$ cat src/rtl/tsu_pkg.sv
package tsu_pkg;

    typedef enum logic [1:0] {
        ST_IDLE   = 2'd0,
        ST_FINE   = 2'd1,
        ST_COARSE = 2'd2
    } tsu_state_e;

endpackage

$ cat src/rtl/tsu_rr_pick.sv
module tsu_rr_pick #(
    parameter int N_THREADS = 4,
    parameter int TID_W     = 2
) (
    input  logic [N_THREADS-1:0] req_i,
    input  logic [TID_W-1:0]     base_i,
    output logic                 found_o,
    output logic [TID_W-1:0]     idx_o
);

    // Search starts at base+1 and ends at base itself.
    always_comb begin
        found_o = 1'b0;
        idx_o   = base_i;
        for (int k = 1; k <= N_THREADS; k++) begin
            if (!found_o && req_i[(int'(base_i) + k) % N_THREADS]) begin
                found_o = 1'b1;
                idx_o   = TID_W'((int'(base_i) + k) % N_THREADS);
            end
        end
    end

endmodule

$ cat src/rtl/tsu_sleep_tracker.sv
module tsu_sleep_tracker #(
    parameter int N_THREADS = 4
) (
    input  logic                 clk,
    input  logic                 rst_n,
    input  logic [N_THREADS-1:0] sleep_set_i,
    input  logic [N_THREADS-1:0] sleep_clr_i,
    output logic [N_THREADS-1:0] asleep_o
);

    logic [N_THREADS-1:0] asleep_q;

    // A set beats a clear for the same thread.
    always_ff @(posedge clk) begin
        if (!rst_n) asleep_q <= '0;
        else        asleep_q <= (asleep_q & ~sleep_clr_i) | sleep_set_i;
    end

    assign asleep_o = asleep_q;

    for (genvar t = 0; t < N_THREADS; t++) begin : g_chk
        p_sleep_set_r7: assert property (@(posedge clk) disable iff (!rst_n)
            sleep_set_i[t] |=> asleep_o[t]);
        p_wake_clear_r7: assert property (@(posedge clk) disable iff (!rst_n)
            (sleep_clr_i[t] && !sleep_set_i[t]) |=> !asleep_o[t]);
    end

endmodule

$ cat src/rtl/tsu_pc_bank.sv
module tsu_pc_bank #(
    parameter int             N_THREADS   = 4,
    parameter int             PC_W        = 32,
    parameter logic [PC_W-1:0] BOOT_PC     = 'h1000,
    parameter logic [PC_W-1:0] BOOT_STRIDE = 'h100,
    parameter logic [PC_W-1:0] PC_STEP     = 'd4
) (
    input  logic                 clk,
    input  logic                 rst_n,
    input  logic [N_THREADS-1:0] issue_en_i,
    input  logic [N_THREADS-1:0] redir_en_i,
    input  logic [PC_W-1:0]      redir_pc_i,
    output logic [PC_W-1:0]      pc_o [N_THREADS]
);

    for (genvar t = 0; t < N_THREADS; t++) begin : g_pc
        localparam logic [PC_W-1:0] RST_PC = BOOT_PC + BOOT_STRIDE * PC_W'(t);
        logic [PC_W-1:0] pc_q;

        always_ff @(posedge clk) begin
            if (!rst_n)              pc_q <= RST_PC;
            else if (redir_en_i[t])  pc_q <= redir_pc_i;
            else if (issue_en_i[t])  pc_q <= pc_q + PC_STEP;
        end

        assign pc_o[t] = pc_q;

        p_pc_step_r9: assert property (@(posedge clk) disable iff (!rst_n)
            (issue_en_i[t] && !redir_en_i[t]) |=> pc_o[t] == $past(pc_o[t]) + PC_STEP);
        p_pc_hold_r9: assert property (@(posedge clk) disable iff (!rst_n)
            (!issue_en_i[t] && !redir_en_i[t]) |=> $stable(pc_o[t]));
        p_pc_redirect_r10: assert property (@(posedge clk) disable iff (!rst_n)
            redir_en_i[t] |=> pc_o[t] == $past(redir_pc_i));
    end

endmodule

$ cat src/rtl/thread_select_unit.sv
module thread_select_unit
    import tsu_pkg::*;
#(
    parameter int              N_THREADS   = 4,
    parameter int              PC_W        = 32,
    parameter logic [PC_W-1:0] BOOT_PC     = 'h1000,
    parameter logic [PC_W-1:0] BOOT_STRIDE = 'h100,
    parameter logic [PC_W-1:0] PC_STEP     = 'd4,
    localparam int             TID_W       = (N_THREADS > 1) ? $clog2(N_THREADS) : 1
) (
    input  logic                 clk,
    input  logic                 rst_n,
    input  logic                 mode_coarse_i,
    input  logic [N_THREADS-1:0] stall_i,
    input  logic [N_THREADS-1:0] long_stall_i,
    input  logic [N_THREADS-1:0] wake_i,
    input  logic                 redir_valid_i,
    input  logic [TID_W-1:0]     redir_tid_i,
    input  logic [PC_W-1:0]      redir_pc_i,
    output logic                 sel_valid_o,
    output logic [TID_W-1:0]     sel_tid_o,
    output logic [PC_W-1:0]      sel_pc_o
);

    localparam logic [TID_W-1:0] LAST_TID = TID_W'(N_THREADS - 1);

    tsu_state_e           st_q, st_d;
    logic [TID_W-1:0]     last_q, last_d;   // last issuer (fine) / owner (coarse)
    logic [N_THREADS-1:0] asleep;
    logic [N_THREADS-1:0] ready;
    logic                 pick_found;
    logic [TID_W-1:0]     pick_idx;
    logic                 owner_live;
    logic [N_THREADS-1:0] issue_vec, redir_vec;
    logic [PC_W-1:0]      pc_arr [N_THREADS];

    assign ready      = ~asleep & ~stall_i & ~long_stall_i;
    assign owner_live = !asleep[last_q] && !long_stall_i[last_q];

    tsu_sleep_tracker #(.N_THREADS(N_THREADS)) u_sleep (
        .clk         (clk),
        .rst_n       (rst_n),
        .sleep_set_i (long_stall_i),
        .sleep_clr_i (wake_i),
        .asleep_o    (asleep)
    );

    tsu_rr_pick #(.N_THREADS(N_THREADS), .TID_W(TID_W)) u_pick (
        .req_i   (ready),
        .base_i  (last_q),
        .found_o (pick_found),
        .idx_o   (pick_idx)
    );

    // State register
    always_ff @(posedge clk) begin
        if (!rst_n) begin
            st_q   <= ST_IDLE;
            last_q <= LAST_TID;
        end else begin
            st_q   <= st_d;
            last_q <= last_d;
        end
    end

    // Next state
    always_comb begin
        st_d = st_q;
        unique case (st_q)
            ST_IDLE: begin
                if (pick_found) st_d = mode_coarse_i ? ST_COARSE : ST_FINE;
            end
            ST_FINE: begin
                if (!pick_found) st_d = ST_IDLE;
            end
            ST_COARSE: begin
                if (!owner_live && !pick_found) st_d = ST_IDLE;
            end
            default: st_d = ST_IDLE;
        endcase
    end

    // Outputs
    always_comb begin
        sel_valid_o = 1'b0;
        sel_tid_o   = last_q;
        unique case (st_q)
            ST_IDLE, ST_FINE: begin
                sel_valid_o = pick_found;
                sel_tid_o   = pick_idx;
            end
            ST_COARSE: begin
                if (owner_live) begin
                    sel_valid_o = !stall_i[last_q];
                    sel_tid_o   = last_q;
                end else begin
                    sel_valid_o = pick_found;
                    sel_tid_o   = pick_idx;
                end
            end
            default: begin
                sel_valid_o = 1'b0;
                sel_tid_o   = last_q;
            end
        endcase
        last_d = sel_valid_o ? sel_tid_o : last_q;
    end

    for (genvar t = 0; t < N_THREADS; t++) begin : g_vec
        assign issue_vec[t] = sel_valid_o && (sel_tid_o == TID_W'(t));
        assign redir_vec[t] = redir_valid_i && (redir_tid_i == TID_W'(t));
    end

    tsu_pc_bank #(
        .N_THREADS   (N_THREADS),
        .PC_W        (PC_W),
        .BOOT_PC     (BOOT_PC),
        .BOOT_STRIDE (BOOT_STRIDE),
        .PC_STEP     (PC_STEP)
    ) u_pcs (
        .clk        (clk),
        .rst_n      (rst_n),
        .issue_en_i (issue_vec),
        .redir_en_i (redir_vec),
        .redir_pc_i (redir_pc_i),
        .pc_o       (pc_arr)
    );

    assign sel_pc_o = pc_arr[sel_tid_o];

    p_issue_ready_r3: assert property (@(posedge clk) disable iff (!rst_n)
        sel_valid_o |-> (!stall_i[sel_tid_o] && !asleep[sel_tid_o] && !long_stall_i[sel_tid_o]));
    p_none_ready_r8: assert property (@(posedge clk) disable iff (!rst_n)
        (ready == '0) |-> !sel_valid_o);
    p_fine_rotate_r2: assert property (@(posedge clk) disable iff (!rst_n)
        (st_q == ST_FINE && sel_valid_o && $past(sel_valid_o) && $countones(ready) > 1)
            |-> sel_tid_o != $past(sel_tid_o));
    p_coarse_switch_r6: assert property (@(posedge clk) disable iff (!rst_n)
        (st_q == ST_COARSE && sel_valid_o && sel_tid_o != last_q)
            |-> (asleep[last_q] || long_stall_i[last_q]));
    p_fine_no_coarse_r11: assert property (@(posedge clk) disable iff (!rst_n)
        (st_q == ST_FINE) |=> (st_q != ST_COARSE));
    p_coarse_no_fine_r11: assert property (@(posedge clk) disable iff (!rst_n)
        (st_q == ST_COARSE) |=> (st_q != ST_FINE));

endmodule

$ cat config.mk
export PLATFORM = sky130hd
export DESIGN_NAME = thread_select_unit
export DESIGN_NICKNAME = d
export VERILOG_FILES = /design/src/rtl/tsu_pkg.sv /design/src/rtl/tsu_rr_pick.sv /design/src/rtl/tsu_sleep_tracker.sv /design/src/rtl/tsu_pc_bank.sv /design/src/rtl/thread_select_unit.sv
export SDC_FILE = /design/constraint.sdc
export NUM_CORES = 1
export LEC_CHECK = 0
export BUFFER_PORTS_ARGS = -buffer_cell sky130_fd_sc_hd__buf_4
export CAP_MARGIN = 40
export CELL_PAD_IN_SITES_DETAIL_PLACEMENT = 2
export CELL_PAD_IN_SITES_GLOBAL_PLACEMENT = 2
export CORE_MARGIN = 1.5
export CORE_UTILIZATION = 36
export CTS_CLUSTER_DIAMETER = 50
export CTS_CLUSTER_SIZE = 30
export DETAILED_ROUTE_END_ITERATION = 16
export HOLD_SLACK_MARGIN = 0.1
export PLACE_DENSITY = 0.8
export SLEW_MARGIN = 20
export SYNTH_ARGS = -nofsm -noshare
export SYNTH_HDL_FRONTEND = slang
export SYNTH_HIERARCHICAL = 1
export SYNTH_SLANG_ARGS = --single-unit
$ cat constraint.sdc
create_clock -name clk -period 4 [get_ports clk]
set_input_delay 0.4 -clock clk [delete_from_list [all_inputs] [get_ports clk]]
set_output_delay 0.4 -clock clk [all_outputs]
set_load 0.02 [all_outputs]
==> results.yml <==
run_status:
  status: "finished, final reports clean"
clock_tree:
  cts.repair.resized: 0
  cts-root-buf: "clkbuf_16"
  cts_max_level: 4
  clkSinkCount: 136
  clk_latency_ns: 0.44
  cts_setup_buffers: 0
  numCtsBuffers: 17
  clk_path_buf_depth: 2
  clk_transition_reported_paths_ns: 0.06
  cts_hold_buffers: 0
  cts_tree: "yes"
yosys:
  syn_avg_cell_area_um2: 8.25
  synth_seq_cells: 136
  syn_inst: 1068
  yosysSeqAreaShare: 0.309
  synth_ff_type: "dfxtp_1"
  synth-adder-area-share: 0.00568
  muxShareOfSynthArea: 0.142
  synth_compound_area_frac: 0.194
  synth-edff-count: 0
  ys_types: 65
  synthesis.nets: 1122
  yosysWarnings: 6
  synth-xor-area-share: 0.0457
  synthSimpleGateAreaFrac: 0.251
  synth_top_family_by_area: "simple AND/OR/NAND/NOR gates"
  async_flop_share: 0
  synth_area_um2: 8810
place:
  post-place-ws_ns: 0.277
  hpwl_um: 26000
  gp_congestion: 0.827
  port_buffers: 84
  place_inst: 1433
global_routing:
  met2_usage: 0.469
  grt_max_degree: 58
  grt_pass1_vias: 9498
  overflow: 0
  grt.total_usage: 0.288
  grt_pass1_wl_um: 56600
  busiest_layer: "met2"
  globalRouteMet1Util: 0.378
  gr-usage-met3: 0.0412
  antenna_found_initial: 0
worst_setup_path:
  reg2regPathDepth: 11
  critPathSlowestCell: "dfxtp_1"
  path_buf_inv: 3
  crit_fanout: 45
  end_kind: "output port"
  cp_num_cells: 9
  cpPeakStageDelay_ns: 0.47
  crit_path_frequent_cell: "mux2i_1"
  startpoint_type: "register"
  crit_type: "reg -> out"
  path_cells: "o21ai_0 -> o211a_1 -> o31ai_4 -> mux2i_4 -> buf_12 -> buf_6 -> mux2i_1 -> mux2i_1 -> buf_4"
  cp_top_family: "buffers and inverters"
  cp.arrival_ns: 3.30
  required_ns: 3.60
route:
  avgViaCountPerCell: 6.24
  drcViolationCount: 0
  vias: 9139
  wl_per_cell_um: 25.0
  detailedRoute.firstIterationViolations: 570
  antenna_left: 0
  wl_um: 36600
  dr.pass1.iters: 5
floorplanning:
  core-area_um2: 24200
  die_area_um2: 25400
  num_rows: 57
  ios: 85
  die_h_um: 159
  start_util: 0.364
  die_w_um: 159
sta:
  rsz0062_at_grt: "no"
  finalSetupViolCount: 0
  clock_skew_ns: 0.0128
  period_share: 0.925
  final.min_clock_period_ns: 3.70
  fin_ws_ns: 0.300
  finalSetupTns_ns: 0
  drv_slew: 0
  worst_slew_pin_slew_ns: 0.676
  slew_headroom: 0.550
  max_freq_mhz: 270
  finalHoldViolCount: 0
power_and_ir_drop:
  vdd_ir_drop_max_mv: 0.277
  power_density_nw_per_um2: 398
  p_leak_nw: 3.77
hold_path:
  min_path_cells: 2
  hold_class: "in -> reg"
cells_and_area:
  diodes: 0
  final_cells: 1465
  drive_above_1_share: 0.148
  final_nets: 1182
  area_growth_pct: 17.3
flow_run:
  max_cap_viol_count: 0
==> Yosys cell counts (all sizes together) (2+ instances only) <==
master,instances,area (µm²)
o31a,5,43.8
nor2b,12,105
a311o,2,20.0
dfxtp,136,2720
o31ai,22,179
o21a,6,52.6
nand3,33,165
clkbuf,59,229
o211ai,7,52.6
nand2b,7,43.8
o311a,5,50.1
o211a,2,20.0
a211o,5,43.8
and2,6,37.5
a31oi,37,231
clkinv,2,7.51
a211oi,18,135
a21oi,40,200
a311oi,11,96.3
nand4,48,319
ha,4,50.1
mux2i,122,1220
nor3b,8,65.1
nor4,26,163
or4,29,218
o21ai,99,495
a32oi,2,17.5
xnor2,37,324
nor2,68,255
buf,17,135
nor3,30,155
a221o,2,20.0
nand2,51,191
and3,22,138
xor2,9,78.8
inv,25,93.8
and4,20,175
or2,3,18.8
or3,20,125
==> where the power goes <==
part           total, mW  switching [mW]  internal [mW]
logic               1.01           0.587          0.421
clock network       1.53           0.711          0.820
registers           1.57           0.135           1.43
total               4.11            1.43           2.68
==> cells by family (layout without fill, tap and decap cells) <==
| group | Yosys count | in the layout |
|---|---|---|
| AO/OA/AOI/OAI | 269 | 269 |
| buffers and inverters | 103 | 176 |
| AND/OR/NAND/NOR | 387 | 387 |
| XOR/XNOR | 46 | 46 |
| adder cells (fa/ha/maj) | 4 | 4 |
| multiplexers | 123 | 123 |
| flip-flops | 136 | 136 |
==> registers in the layout (all words and copies together) (netlist names) <==
signal            count
st_q                  2
u_sleep/asleep_o      4
u_pcs/g_pc.pc_q     128
last_q                2
==> path summary, 6_finish.rpt <==
| check | start | end | slack [ns] |
|---|---|---|---|
| max reg2reg | u_sleep/asleep_o[3] | u_pcs/g_pc[1].pc_q[24] | 0.33 |
| min | mode_coarse_i | st_q[0] | 0.15 |
| min reg2reg | u_pcs/g_pc[3].pc_q[0] | u_pcs/g_pc[3].pc_q[0] | 0.50 |
| max | last_q[0] | sel_pc_o[30] | 0.30 |
==> layer usage <==
layer	wire, µm	vias to the layer above
met3	1640	81
met5	0	-
met2	17200	260
li1	-	4199
met4	1380	0
met1	16400	4599
==> worst reg2reg max path, stage by stage (launching register included) <==
cell and delay [ns]:
dfxtp_1 0.34, nor3_1 0.43, or4_1 0.30, inv_1 0.07, nor4_1 0.31, a211o_1 0.24
nand2b_1 0.11, nor2_1 0.38, nand3_1 0.28, nor2_1 0.58, a311oi_1 0.26, nor3b_1 0.29
==> through the flow <==
stage	power [mW]	util	hold WS, ns	instance area, µm²
after floorplan	2.22	-	0.460	8810
after global placement	2.56	0.403	0.476	9750
after detailed placement	2.59	0.404	0.492	9780
after CTS	4.13	0.427	0.137	10300
after global routing	4.27	0.427	0.149	10300
final	4.11	0.427	0.151	10300
==> cells in the final DEF, fill, tap and decap left out, types with 5 or more instances in the layout <==
cell type and instances:
xor2_1 9, o31ai_1 21, clkbuf_16 17, a211o_1 5, and2_1 5, and3_1 22, a21oi_1 40, o21a_1 5
inv_1 24, o31a_1 5, nand2_1 51, nor3b_1 6, mux2i_1 121, o211ai_1 7, xnor2_1 37, clkinvlp_4 7
inv_6 5, a311oi_1 11, nand2b_1 7, a31oi_1 37, and4_1 20, dfxtp_1 136, nor4_1 26, or3_1 20
nor3_1 29, o311a_1 5, o21ai_0 99, a211oi_1 18, nand3_1 33, buf_4 114, nand4_1 45, nor2_1 68
or4_1 29, nor2b_1 8
==> layout make-up <==
type	instances	area, µm²
Fill cell	2723	13800
Tap cell	324	405
Clock inverter	14	114
Multi-Input combinational cell	829	5640
Timing Repair Buffer	117	915
Clock buffer	18	439
Inverter	27	101
Sequential cell	136	2720
No activity file was read; power rests on OpenSTA's default activity.
